===== src/rtl/bmc_pkg.sv =====
package bmc_pkg;

  localparam int ECODE_W = 3;

  typedef enum logic [2:0] {
    ST_IDLE,
    ST_REQUEST,
    ST_WAIT_FREE,
    ST_MASTER,
    ST_RELEASE
  } arb_state_t;

  // error code check against the configured normal value
  function automatic logic ecode_is_normal(input logic [ECODE_W-1:0] code,
                                           input logic [ECODE_W-1:0] normal);
    return code == normal;
  endfunction

  // bus may be taken: no cycle running, no other owner, code normal
  function automatic logic bus_is_free(input logic strobe_busy,
                                       input logic other_owner,
                                       input logic code_ok);
    return !strobe_busy && !other_owner && code_ok;
  endfunction

endpackage


===== src/rtl/bmc_sync.sv =====
module bmc_sync #(
  parameter int          W      = 1,
  parameter int          STAGES = 2,
  parameter logic [W-1:0] RST_V = '0
) (
  input  logic         clk,
  input  logic         rst_n,
  input  logic [W-1:0] async_i,
  output logic [W-1:0] sync_o
);

  logic [W-1:0] stg [STAGES];

  always_ff @(posedge clk or negedge rst_n) begin
    if (!rst_n) begin
      for (int i = 0; i < STAGES; i++) stg[i] <= RST_V;
    end else begin
      stg[0] <= async_i;
      for (int i = 1; i < STAGES; i++) stg[i] <= stg[i-1];
    end
  end

  assign sync_o = stg[STAGES-1];

endmodule


===== src/rtl/bmc_fsm.sv =====
module bmc_fsm
  import bmc_pkg::*;
(
  input  logic clk,
  input  logic rst_n,
  input  logic take_req_i,
  input  logic take_done_i,
  input  logic grant_s_i,
  input  logic free_s_i,
  input  logic other_s_i,
  output logic req_oe_o,
  output logic gack_oe_o,
  output logic gack_do_o,
  output logic is_master_o
);

  arb_state_t st, st_nx;

  // named events for checks
  logic claim_w, release_w, withdraw_w;
  assign claim_w    = (st == ST_WAIT_FREE) && take_req_i && free_s_i;
  assign release_w  = (st == ST_MASTER) && take_done_i;
  assign withdraw_w = ((st == ST_REQUEST) || (st == ST_WAIT_FREE)) && !take_req_i;

  always_comb begin
    st_nx = st;
    unique case (st)
      ST_IDLE:      if (take_req_i) st_nx = ST_REQUEST;
      ST_REQUEST:   if (withdraw_w) st_nx = ST_IDLE;
                    else if (grant_s_i) st_nx = ST_WAIT_FREE;
      ST_WAIT_FREE: if (withdraw_w) st_nx = ST_IDLE;
                    else if (claim_w) st_nx = ST_MASTER;
      ST_MASTER:    if (release_w) st_nx = ST_RELEASE;
      ST_RELEASE:   st_nx = ST_IDLE;
      default:      st_nx = ST_IDLE;
    endcase
  end

  always_ff @(posedge clk or negedge rst_n) begin
    if (!rst_n) st <= ST_IDLE;
    else        st <= st_nx;
  end

  assign req_oe_o    = (st == ST_REQUEST) || (st == ST_WAIT_FREE);
  assign gack_oe_o   = (st == ST_MASTER);
  assign gack_do_o   = (st != ST_MASTER);
  assign is_master_o = (st == ST_MASTER);

  // a claim only follows a cycle in which the bus was free and requested
  a_r7_claim_needs_free: assert property (@(posedge clk) disable iff (!rst_n)
    $rose(gack_oe_o) |-> $past(free_s_i) && $past(req_oe_o) && $past(take_req_i));

  // no grant while requesting means no claim next cycle
  a_r3_no_claim_without_grant: assert property (@(posedge clk) disable iff (!rst_n)
    (st == ST_REQUEST) |=> !gack_oe_o);

  // another owner on the acknowledge line blocks the claim
  a_r5_other_owner_blocks: assert property (@(posedge clk) disable iff (!rst_n)
    (req_oe_o && other_s_i) |=> !gack_oe_o);

  // request and acknowledge are never driven together
  a_r7_req_ack_exclusive: assert property (@(posedge clk) disable iff (!rst_n)
    !(req_oe_o && gack_oe_o));

  // done while master releases the acknowledge at once
  a_r8_release_on_done: assert property (@(posedge clk) disable iff (!rst_n)
    release_w |=> !gack_oe_o && !req_oe_o);

  // withdrawn request drops the request line
  a_r9_withdraw: assert property (@(posedge clk) disable iff (!rst_n)
    withdraw_w |=> !req_oe_o && !gack_oe_o);

endmodule


===== src/rtl/bmc_addr_err.sv =====
module bmc_addr_err (
  input  logic clk,
  input  logic rst_n,
  input  logic sel_s_i,
  input  logic is_master_i,
  output logic addr_err_o
);

  logic sel_q;
  logic sel_rise_w;

  assign sel_rise_w = sel_s_i && !sel_q;

  always_ff @(posedge clk or negedge rst_n) begin
    if (!rst_n) begin
      sel_q      <= 1'b0;
      addr_err_o <= 1'b0;
    end else begin
      sel_q      <= sel_s_i;
      addr_err_o <= sel_rise_w && is_master_i;
    end
  end

  // the error is a single-cycle pulse
  a_r10_single_pulse: assert property (@(posedge clk) disable iff (!rst_n)
    addr_err_o |=> !addr_err_o);

  // an error only follows a select seen during mastership
  a_r10_only_when_master: assert property (@(posedge clk) disable iff (!rst_n)
    $rose(addr_err_o) |-> $past(is_master_i) && $past(sel_s_i));

endmodule


===== src/rtl/bus_master_claim.sv =====
module bus_master_claim
  import bmc_pkg::*;
#(
  parameter int                  SYNC_STAGES = 2,
  parameter logic [ECODE_W-1:0]  ECODE_NORM  = '0
) (
  input  logic               clk,
  input  logic               rst_n,
  input  logic               take_req_i,
  input  logic               take_done_i,
  input  logic               bus_grant_n_i,
  input  logic               bus_gack_n_i,
  input  logic               bus_strobe_n_i,
  input  logic [ECODE_W-1:0] bus_ecode_i,
  input  logic               host_sel_n_i,
  output logic               req_oe_o,
  output logic               gack_oe_o,
  output logic               gack_do_o,
  output logic               is_master_o,
  output logic               addr_err_o
);

  localparam int SW = 4 + ECODE_W;
  localparam logic [SW-1:0] SYNC_RST = {4'b1111, ~ECODE_NORM};

  logic [SW-1:0] raw_w, syn_w;
  assign raw_w = {bus_grant_n_i, bus_gack_n_i, bus_strobe_n_i, host_sel_n_i, bus_ecode_i};

  bmc_sync #(.W(SW), .STAGES(SYNC_STAGES), .RST_V(SYNC_RST)) u_sync (
    .clk     (clk),
    .rst_n   (rst_n),
    .async_i (raw_w),
    .sync_o  (syn_w)
  );

  logic grant_s, other_s, strobe_busy_s, sel_s, code_ok_s, free_s;
  assign grant_s       = !syn_w[SW-1];
  assign other_s       = !syn_w[SW-2];
  assign strobe_busy_s = !syn_w[SW-3];
  assign sel_s         = !syn_w[SW-4];
  assign code_ok_s     = ecode_is_normal(syn_w[ECODE_W-1:0], ECODE_NORM);
  assign free_s        = bus_is_free(strobe_busy_s, other_s, code_ok_s);

  bmc_fsm u_fsm (
    .clk         (clk),
    .rst_n       (rst_n),
    .take_req_i  (take_req_i),
    .take_done_i (take_done_i),
    .grant_s_i   (grant_s),
    .free_s_i    (free_s),
    .other_s_i   (other_s),
    .req_oe_o    (req_oe_o),
    .gack_oe_o   (gack_oe_o),
    .gack_do_o   (gack_do_o),
    .is_master_o (is_master_o)
  );

  bmc_addr_err u_aerr (
    .clk         (clk),
    .rst_n       (rst_n),
    .sel_s_i     (sel_s),
    .is_master_i (is_master_o),
    .addr_err_o  (addr_err_o)
  );

  // a claim only happens with the strobe idle and the code normal
  a_r4_r6_claim_bus_idle: assert property (@(posedge clk) disable iff (!rst_n)
    $rose(is_master_o) |-> $past(!strobe_busy_s) && $past(code_ok_s));

  // acknowledge data is low whenever it is driven
  a_r7_drive_low: assert property (@(posedge clk) disable iff (!rst_n)
    gack_oe_o |-> !gack_do_o);

endmodule


===== config.mk =====
export PLATFORM = sky130hd
export DESIGN_NAME = bus_master_claim
export DESIGN_NICKNAME = d
export VERILOG_FILES = /design/src/rtl/bmc_pkg.sv /design/src/rtl/bmc_sync.sv /design/src/rtl/bmc_fsm.sv /design/src/rtl/bmc_addr_err.sv /design/src/rtl/bus_master_claim.sv
export SDC_FILE = /design/constraint.sdc
export NUM_CORES = 1
export LEC_CHECK = 0
export BUFFER_PORTS_ARGS = -buffer_cell sky130_fd_sc_hd__buf_2
export CORE_MARGIN = 5
export CORE_UTILIZATION = 40
export DETAILED_ROUTE_END_ITERATION = 8
export PLACE_DENSITY = 0.63
export SLEW_MARGIN = 25
export SYNTH_ARGS = -nofsm -noshare
export SYNTH_HDL_FRONTEND = slang
export SYNTH_SLANG_ARGS = --single-unit

===== constraint.sdc =====
create_clock -name clk -period 1.2 [get_ports clk]
set_clock_uncertainty 0.1 [all_clocks]
set_input_delay 0.06 -clock clk [delete_from_list [all_inputs] [get_ports clk]]
set_output_delay 0.06 -clock clk [all_outputs]
set_load 0.005 [all_outputs]

# After elaboration in Yosys (flattened, before gate mapping)
# Cells that the tools add are included.
word_totals:
  ff_bits: 19
  out_inout_bits: 5
op_classes:
  eq_ne: 8
  muxes: 7
  n_reduce_logical: 15
ops:
  columns: ["op", "count"]
  rows:
  - ["two-way mux 3 bit", 6]
  - ["case mux 3 bit (4 select lines)", 1]
  - ["logical AND 1 bit", 8]
  - ["equality test 3 x 2 -> 1 bit, second input constant", 2]
  - ["logical NOT 3 bit", 2]
  - ["inequality test 3 x 2 -> 1 bit, second input constant", 2]
  - ["AND reduction 4 bit", 1]
  - ["equality test 3 x 1 -> 1 bit, second input constant", 1]
  - ["logical NOT 1 bit", 3]
  - ["inequality test 3 x 1 -> 1 bit, second input constant", 1]
  - ["inequality test 2 x 1 -> 1 bit, second input constant", 1]
  - ["inequality test 2 bit, second input constant", 1]
  - ["logical OR 1 bit", 1]

# Longest topological paths before layout
# Gate-level depths: netlist (run 1).
logic_depth:
  depth_word: 6
  mapped_depth: 4
  depth_no_buf: 4

# Hierarchy
# A second synthesis (run 1) with hierarchy kept.
unflattened:
  hier_cells: 49
  area_unflattened_um2: 710.7
by_module_without_submodules:
  columns: ["module", "n_inst", "cells_each", "area_each_um2", "seq_area_each_um2"]
  rows:
  - ["bmc_sync", 1, 21, 420.4, 367.9]
  - ["bmc_fsm", 1, 20, 203.9, 75.1]
  - ["bmc_addr_err", 1, 3, 58.8, 50.0]
  - ["bus_master_claim", 1, 5, 27.5, 0.0]

# Worst setup path before layout (run 1)
# Ideal clock, no wire load.
synth_path:
  path_type: "register to register"
  from: "register u_sync.stg, in the netlist u_sync.sync_o[4]"
  to: "register u_fsm.st[0]"
  setup_ns: 0.082
  arrival_ns: 0.956
  required_time_ns: 1.018
  path_slack_ns: 0.063
  path_stages_with_launch: 4
  path_buffers: 0
  path_cell_list: "dfstp_2 > nor4b_1 > nand4b_1 > a31oi_1"
synth_between:
  elab_chain_cells: 5
synth_rtl:
  columns: ["element", "line", "source"]
  rows:
  - ["from (decl)", "bmc_sync.sv:12", "logic [W-1:0] stg [STAGES];"]
  - ["logical AND 1 bit (2 in a row)", "bmc_pkg.sv:23", "return !strobe_busy && !other_owner && code_ok;"]
  - ["logical AND 1 bit", "bmc_fsm.sv:21", "assign claim_w = (st == ST_WAIT_FREE) && take_req_i && free_s_i;"]
  - ["inequality test 3 x 1 -> 1 bit (no source line)", null, null]
  - ["AND reduction 4 bit (no source line)", null, null]
  - ["to (signal assigned)", "bmc_fsm.sv:41", "else st <= st_nx;"]
  - ["to (decl)", "bmc_fsm.sv:17", "arb_state_t st, st_nx;"]
# No other way between the ends.
# A chain may end at the register's enable or synchronous reset.

# Worst setup path after layout (run 1)
layout_path:
  from: "register u_fsm.st[1]"
  to: "output is_master_o"
layout_between:
  elab_chain_cells: 1
layout_rtl:
  columns: ["element", "line", "source"]
  rows:
  - ["equality test 3 x 2 -> 1 bit", "bmc_fsm.sv:47", "assign is_master_o = (st == ST_MASTER);"]
  - ["to (decl)", "bus_master_claim.sv:19", "output logic is_master_o,"]
# No other way between the ends.

==> run metrics, run 1 <==
Synth area leader dfstp_2; worst-skew pair later-pin latency 290 ps; vias after detailed routing 395; leak pwr 0.416 nW; number of synthesized flops with an enable pin 0; fillers 122; status finished, violations left; Synth-to-Final Area Change 46.3%; worst slew pin tran 377 ps; Setup CP Type reg -> out; DRC viols 0; initial antenna violation count 0; clock root buffer master clkbuf_4; cell row count 14; slowest stage delay, CP 390 ps; crit-path cells nand2_1 > or2_4 > inv_2 > buf_2; top-area cell type share of the netlist area 59.8%; ys flop type dfstp_2; Setup Viol. Count Final 5; Chip Width 49.2 um; Worst VDD drop 0.000737 V; diode count 0; Die Y 49.2 um; Max Fclk 0.745 GHz; endpoint class of the critical path output pin; R2R cell count 5; most common cell in the netlist dfstp_2; syn nets 49; largest net degree at the start of global routing 20; drt wl/cell 12.0 um; die area 2420 sq um; Reg-to-Reg Start u_fsm.st[1]$_DFFE_PN0P_; worst min-delay path category in -> async; post-synthesis sequential area ratio 80.1%; Worst Path Required 1040 ps; IO buf count 15; syn avg cell area 16.2 sq um; dpl hpwl 594 um; number of global-route vias before repair 385; DR pass1 iterations 3; final wirelength 1.05 mm; Clock Pin Slew Worst Setup and Hold Paths 100 ps; max_slew headroom 74.9%; CP max-delay cell dfrtp_1; CTS Buf Count 3; startpoint types flop; vias per cell 4.49; Final min period 1340 ps; Worst Setup SP u_fsm.st[1]$_DFFE_PN0P_; failing checks setup timing; CTS HTree Levels 1; Nets 84; most instantiated cells after synthesis 14 x dfstp_2, 5 x dfrtp_1; finished layout cell area 901 sq um; Cell variety after synth 21; RSZ-0062 raised after global routing yes; Final Slew Violations 0; num ports 16; Place WS -2.64 ps; Max-cap violations 0; core outline area 1490 sq um; CTS tree yes; final hold violations 0; RePlAce Congestion 0.729; largest cells by area after synthesis dfstp_2 60%, dfrtp_1 20%, and2b_2 1.4%; first-pass GRT wire length 1.65 mm; Critical Path Fanout Max 3; share of cells above drive strength 1 59.7%; GRT Total Usage 9.24%; clock sinks 19; yosys warns 0; Final TNS setup -489 ps; violation count after the first detailed-route iteration 1; power density cells 1370 nW/um^2; ANT nets after route 0; clk buf depth 2; final setup margin -143 ps; WP data arrival 1180 ps; Placed Area 703 sq um; synthesized area 616 sq um; fin crit share 112%; remaining global-route overflow 0; Yosys reg bits 19; Mapped Cells 38; initial core utilization 41.3%; ys async rst share 100%
sequential cells by signal (all words and copies together) (netlist names):
register / cells
u_sync.sync_o: 7
u_aerr.addr_err_o: 1
u_sync.stg: 7
u_aerr.sel_q: 1
u_fsm.st: 3
worst paths after layout:
path / to / slack (ps)
worst max-delay path: is_master_o / -140
min in group clk: u_sync.sync_o[6]$_DFF_PN1_ / 260
worst min-delay path: u_fsm.st[0]$_DFFE_PN0P_ / 110
worst min register to register: u_sync.sync_o[6]$_DFF_PN1_ / 260
max in group asynchronous: u_sync.sync_o[6]$_DFF_PN1_ / 580
worst max register to register: u_fsm.st[1]$_DFFE_PN0P_ / -30
power by group:
part | switching, mW | internal (mW) | total, mW | leakage (nW)
combinational | 0.0705 | 0.132 | 0.203 | 0.189
sequential | 0.0233 | 0.699 | 0.722 | 0.212
clock | 0.179 | 0.129 | 0.309 | 0.0150
cells in the final DEF, fill, tap and decap left out, drive strengths merged, types with 2 or more instances in the layout:
cell type	n
dfrtp	5
dlygate4sd3	10
clkbuf	4
or2	2
dfstp	14
inv	2
buf	21
cell families (layout without fill, tap and decap cells):
family	after synthesis	count (layout)	synth area share [%]
flip-flops	19	19	80.1
AO/OA/AOI/OAI	3	3	2.64
XOR/XNOR	1	1	1.42
AND/OR/NAND/NOR	12	12	13.4
buffers and inverters	3	37	2.44
layout make-up:
| cell class | count | area, sq um | share of cell area, % |
|---|---|---|---|
| well taps | 16 | 20.0 | 2.22 |
| multi-input cells | 16 | 128 | 14.2 |
| clock buffers | 4 | 26.3 | 2.92 |
| repair buffers | 31 | 226 | 25.1 |
| flip-flops and latches | 19 | 493 | 54.7 |
| inverters | 2 | 7.51 | 0.833 |
worst max-delay path, delay by kind of cell, from the launching register on:
family,cells,cell delay (ps)
buffers and inverters,2,180
flip-flops,1,390
AND/OR/NAND/NOR,2,330
per-layer routing:
layer | track usage [%] | share of wire, %
met1 | 10.8 | 39
met2 | 13.9 | 51
met3 | 2.14 | 6.5
met4 | 8.07 | 3.3
met5 | 0 | 0
stage by stage:
step	util, %	total power, mW	hold slack, ps	cells
2_1_floorplan	-	0.789	-336	38
3_3_place_gp	47.2	0.842	-99.7	68
3_5_place_dp	47.2	0.844	-98.8	68
4_1_cts	56.6	1.19	107	83
5_1_grt	60.5	1.30	143	88
6_report	60.5	1.23	108	88
timing repair:
item	4_1_cts	5_1_grt
buffers inserted	1	5
pin swaps	1	4
hold buffers	10	0
endpoints found under the setup margin	5	5
hold endpoints to repair	29	0
resized for setup	1	4
Note: power is estimated with default switching activity, not from simulation.
==> run 2: changes to the inputs <==
--- a/config.mk
+++ b/config.mk
@@ -5,6 +5,7 @@
 export SDC_FILE = /design/constraint.sdc
 export NUM_CORES = 1
 export LEC_CHECK = 0
+export ABC_AREA = 1
 export BUFFER_PORTS_ARGS = -buffer_cell sky130_fd_sc_hd__buf_2
 export CORE_MARGIN = 5
 export CORE_UTILIZATION = 40
==> constraint.sdc (replaced) <==
create_clock -name clk -period 1.65 [get_ports clk]
set_clock_uncertainty 0.1 [all_clocks]
set_input_delay 0.0825 -clock clk [delete_from_list [all_inputs] [get_ports clk]]
set_output_delay 0.0825 -clock clk [all_outputs]
set_load 0.005 [all_outputs]
==> run metrics, run 2 <==
startpoint types flop; vias after detailed routing 437 (+11%); R2R cell count 5 (unchanged); CTS HTree Levels 1 (unchanged); Reg-to-Reg Start u_fsm.st[2]$_DFFE_PN0P_; Hold Path Depth 5; Max-cap violations 0 (unchanged); Hold Path Sink u_fsm.st[1]$_DFFE_PN0P_; num ports 16 (unchanged); post-route insts no fill 95 (+8.0%); number of global-route vias before repair 447 (+16%); Die Y 50.5 um (+2.6%); total power draw 1.03 mW (-16%); worst min-delay path category in -> reg; most frequent cells in the layout 15 x buf_2, 14 x dfstp_2, 8 x nand2_1, 8 x dlygate4sd3_1, 6 x inv_1; syn nets 64 (+31%); fin crit share 80.2%; violation count after the first detailed-route iteration 2 (+1); Critical R2R Capture u_fsm.st[0]$_DFFE_PN0P_; DR pass1 iterations 3 (unchanged); top-area cell type share of the netlist area 56.0% (-3.8 points); diode count 0 (unchanged); final hold violations 0 (unchanged); most common cell in the netlist dfstp_2; Post-Place Cells 83 (+22%); post-synthesis sequential area ratio 75.0% (-5.0 points); cell row count 14 (unchanged); Critical Path Fanout Max 5 (+2); CTS tree yes; Synth area leader dfstp_2; synthesized area 657 sq um (+6.7%); RSZ-0062 raised after global routing no; Worst VDD drop 0.000805 V (+9.2%); IO buf count 15 (unchanged); Clock Pin Slew Worst Setup and Hold Paths 90 ps (about the same); die area 2550 sq um (+5.3%); max_slew headroom 74.4% (-0.47 points); clock root buffer master clkbuf_4; worst slew pin tran 384 ps (+6.99 ps); Final TNS setup 0 ps (+489 ps); clock sinks 19 (unchanged); leak pwr 0.412 nW (-0.89%); Chip Width 50.5 um (+2.6%); Cell variety after synth 15 (-29%); clk buf depth 2 (unchanged); Setup Viol. Count Final 0 (-5); Final Slew Violations 0 (unchanged); DRC viols 0 (unchanged); syn avg cell area 12.4 sq um (-23%); CTS Buf Count 3 (unchanged); largest cells by area after synthesis dfstp_2 56%, dfrtp_1 19%, nand2_1 4.6%; yosys warns 0 (unchanged); WP data arrival 1140 ps (-40 ps); endpoint class of the critical path output pin; remaining global-route overflow 0 (unchanged); fillers 132 (+8.2%); status finished clean; share of cells above drive strength 1 46.8% (-13 points); Synth-to-Final Area Change 29.5%; Final min period 1320 ps; vias per cell 4.60 (+2.5%); final wirelength 993 um (-5.8%); Yosys reg bits 19 (unchanged); first-pass GRT wire length 1.82 mm (+10%); core outline area 1520 sq um (+2.4%); initial core utilization 43.1% (+1.8 points); drt wl/cell 10.5 um (-13%); most instantiated cells after synthesis 14 x dfstp_2, 8 x nand2_1, 6 x inv_1; initial antenna violation count 0 (unchanged); reg-to-reg setup timing slack 430 ps (+460 ps); commonest non-fill, non-tap cell in the layout buf_2; cts repair resizes 0 (-1); Mapped Cells 53 (+39%); hold path start take_req_i; ys async rst share 100% (unchanged); Worst Path Required 1470 ps (+430 ps); number of synthesized flops with an enable pin 0 (unchanged); largest net degree at the start of global routing 20 (unchanged); RePlAce Congestion 0.778 (+6.7%); dpl hpwl 732 um (+23%); worst-skew pair later-pin latency 280 ps (about the same); Max Fclk 0.755 GHz; Setup CP Type reg -> out; Nets 91 (+8.3%); ANT nets after route 0 (unchanged); power density cells 1210 nW/um^2 (-11%); ys flop type dfstp_2; GRT Total Usage 9.61% (+0.37 points)
==> run 2: area by class of cell <==
| cell class | instances | area, sq um | share of cell area [%] |
|---|---|---|---|
| Timing Repair Buffer | 23 | 155 | 18.2 |
| Clock buffer | 4 | 26.3 | 3.09 |
| Tap cell | 16 | 20.0 | 2.35 |
| Sequential cell | 19 | 493 | 57.9 |
| Inverter | 6 | 22.5 | 2.65 |
| Multi-Input combinational cell | 27 | 134 | 15.7 |
==> run 2: how the worst max path moves through the flow <==
stage,start,endpoint,cells past startpoint
6_report,u_fsm.st[0]$_DFFE_PN0P_,gack_do_o,4
3_5_place_dp,u_fsm.st[2]$_DFFE_PN0P_,u_fsm.st[0]$_DFFE_PN0P_,5
4_1_cts,u_fsm.st[0]$_DFFE_PN0P_,gack_do_o,4
5_1_grt,u_fsm.st[0]$_DFFE_PN0P_,gack_do_o,4
3_3_place_gp,u_fsm.st[0]$_DFFE_PN0P_,u_fsm.st[0]$_DFFE_PN0P_,6
2_1_floorplan,u_fsm.st[2]$_DFFE_PN0P_,u_fsm.st[1]$_DFFE_PN0P_,5
==> run 2: worst max-delay path, cell delays in order (launching register included) <==
cell and delay (ps):
dfrtp_1 410, nand2_1 80, nor2_2 140, inv_1 100
buf_2 130
==> run 2: cell families after synthesis <==
family | count (synthesis) | share of synthesized area (%)
flip-flops | 19 | 75.0
AND/OR/NAND/NOR | 24 | 17.3
AO/OA/AOI/OAI | 3 | 3.05
buffers and inverters | 7 | 4.57
==> run 2: routing by layer <==
layer  vias to the layer above  track usage (%)  part of all wire (%)
met2                        14             15.5                    49
met5                         -                0                     0
met4                         0             7.66                   3.1
li1                        217                -                     -
met1                       202             10.8                    40
met3                         4             2.07                   7.6
==> run 2: power by group <==
| group | switching (mW) | internal (mW) |
|---|---|---|
| sequential | 0.0341 | 0.527 |
| combinational | 0.142 | 0.115 |
| clock | 0.121 | 0.0938 |
==> run 2: metrics by stage <==
stage / setup WS [ps] / instance area (sq um) / util, % / hold WS, ps
floorplan: 522 / 657 / - / -313
global placement: 466 / 744 / 48.9 / -75.0
detailed placement: 444 / 744 / 48.9 / -70.4
CTS: 301 / 851 / 55.8 / 101
global route: 187 / 851 / 55.8 / 135
finish: 326 / 851 / 55.8 / 119
==> run 2: timing repair <==
action,CTS,global route
endpoints found under the setup margin,0,0
buffers inserted,0,0
hold buffers,8,0
endpoints found under the hold margin,26,0
==> run 3: changes to the inputs <==
--- a/config.mk
+++ b/config.mk
@@ -10,7 +10,7 @@
 export CORE_MARGIN = 5
 export CORE_UTILIZATION = 40
 export DETAILED_ROUTE_END_ITERATION = 8
-export PLACE_DENSITY = 0.63
+export PLACE_DENSITY = 0.65
 export SLEW_MARGIN = 25
 export SYNTH_ARGS = -nofsm -noshare
 export SYNTH_HDL_FRONTEND = slang
==> constraint.sdc (replaced) <==
create_clock -name clk -period 1.1 [get_ports clk]
set_clock_uncertainty 0.1 [all_clocks]
set_input_delay 0.055 -clock clk [delete_from_list [all_inputs] [get_ports clk]]
set_output_delay 0.055 -clock clk [all_outputs]
set_load 0.005 [all_outputs]
==> run metrics, run 3 (synthesis results as in run 2) <==
status finished, violations left; failing checks setup timing; cell row count 14 (unchanged); crit-path cells nor2_2 > nand2_2 > buf_4 > nand2_2 > buf_6; ANT nets after route 0 (unchanged); GRT Total Usage 10.7% (+1.0 points); violation count after the first detailed-route iteration 7 (+5); power density cells 1950 nW/um^2 (+61%); leak pwr 0.478 nW (+16%); Nets 99 (+8.8%); CTS tree yes; first-pass GRT wire length 2.00 mm (+9.9%); Chip Width 50.5 um (unchanged); crit path buf inv count 2 (unchanged); commonest non-fill, non-tap cell in the layout dfstp_2; drt wl/cell 11.2 um (+7.3%); CTS Buf Count 3 (unchanged); Most common cell on crit path nand2_2; Worst path top cell family by delay flip-flops; CTS HTree Levels 1 (unchanged); initial antenna violation count 0 (unchanged); Max-cap violations 0 (unchanged); finished layout cell area 1000 sq um (+18%); slowest stage delay, CP 430 ps (+20 ps); post-route insts no fill 103 (+8.4%); Setup Viol. Count Final 8 (+8); vias per cell 4.72 (+2.6%); worst-skew pair later-pin latency 290 ps (about the same); Final min period 1380 ps; final hold violations 0 (unchanged); Worst VDD drop 0.000941 V (+17%); Worst Path Required 940 ps (-530 ps); Max Fclk 0.726 GHz; RSZ-0062 raised after global routing yes; WP data arrival 1220 ps (+80 ps); fin crit share 125%; Place WS -104 ps (-548 ps); worst min-delay path category in -> async; IO buf count 15 (unchanged); diode count 0 (unchanged); DR pass1 iterations 4 (+1); final setup margin -278 ps (-604 ps); vias after detailed routing 486 (+11%); clock root buffer master clkbuf_4; core outline area 1520 sq um (unchanged); most frequent cells in the layout 14 x dfstp_2, 11 x buf_2, 8 x dlygate4sd3_1; remaining global-route overflow 0 (unchanged); Setup CP Type reg -> out; Synth-to-Final Area Change 52.4%; Die Y 50.5 um (unchanged); final wirelength 1.16 mm (+16%); share of cells above drive strength 1 60.9% (+14 points); clock sinks 19 (unchanged); initial core utilization 43.1% (unchanged); endpoint class of the critical path output pin; DRC viols 0 (unchanged); largest net degree at the start of global routing 20 (unchanged); startpoint types flop; worst slew pin tran 391 ps (+7.25 ps); Placed Area 774 sq um (+4.0%); RePlAce Congestion 0.782 (+0.55%); Clock Pin Slew Worst Setup and Hold Paths 90 ps (about the same); die area 2550 sq um (unchanged); max_slew headroom 73.9% (-0.48 points); num ports 16 (unchanged); CP max-delay cell dfrtp_1; Post-Place Cells 87 (+4.8%); Final Slew Violations 0 (unchanged); number of global-route vias before repair 491 (+9.8%); dpl hpwl 743 um (+1.4%); Critical Path Fanout Max 4 (-1); Final TNS setup -1470 ps (-1470 ps); clk buf depth 2 (unchanged); fillers 118 (-11%)
[run 3: final cells by class]
class | instances | area, sq um | share of cell area [%]
Multi-Input combinational cell | 27 | 185 | 18.5
Sequential cell | 19 | 493 | 49.3
Inverter | 6 | 25.0 | 2.50
Timing Repair Buffer | 31 | 251 | 25.1
Clock buffer | 4 | 26.3 | 2.63
Tap cell | 16 | 20.0 | 2.00
[run 3: power breakdown]
part	switching (mW)	internal [mW]	total (mW)
clock network	0.187	0.141	0.328
registers	0.0595	0.791	0.850
logic	0.345	0.431	0.776
total	0.591	1.36	1.95
[run 3: timing repair]
item / 4_1_cts / 5_1_grt
endpoints found under the hold margin: 26 / 0
resized for setup: 10 / 12
hold buffers: 8 / 0
setup buffers: 3 / 1
pin swaps: 4 / 6
setup endpoints to repair: 7 / 8
[run 3: through the flow]
| stage | power [mW] | util, % | hold WS (ps) |
|---|---|---|---|
| 2_1_floorplan | 1.11 | - | -341 |
| 3_3_place_gp | 1.30 | 50.8 | -103 |
| 3_5_place_dp | 1.32 | 50.8 | -98.9 |
| 4_1_cts | 1.80 | 61.6 | 99.7 |
| 5_1_grt | 2.09 | 65.7 | 109 |
| 6_report | 1.95 | 65.7 | 109 |
[run 3: layer usage]
| layer | share of wire, % | vias to the layer above | track usage [%] |
|---|---|---|---|
| met1 | 33 | 230 | 10.8 |
| met2 | 56 | 18 | 19.0 |
| met3 | 8.0 | 3 | 2.96 |
| li1 | - | 235 | - |
| met5 | 0 | - | 0 |
| met4 | 2.4 | 0 | 6.38 |
[run 3: path summary, 6_finish.rpt]
check / from / end / slack [ps] / cells past startpoint
max: u_fsm.st[1]$_DFFE_PN0P_ / req_oe_o / -280 / 5
min: rst_n / u_fsm.st[1]$_DFFE_PN0P_ / 110 / 2
max reg2reg: u_fsm.st[1]$_DFFE_PN0P_ / u_fsm.st[0]$_DFFE_PN0P_ / -200 / 7
min reg2reg: u_sync.stg[10]$_DFF_PN1_ / u_sync.sync_o[3]$_DFF_PN1_ / 260 / 0
max in group asynchronous: rst_n / u_sync.sync_o[3]$_DFF_PN1_ / 470 / 2
min in group clk: take_done_i / u_fsm.st[1]$_DFFE_PN0P_ / 110 / 5
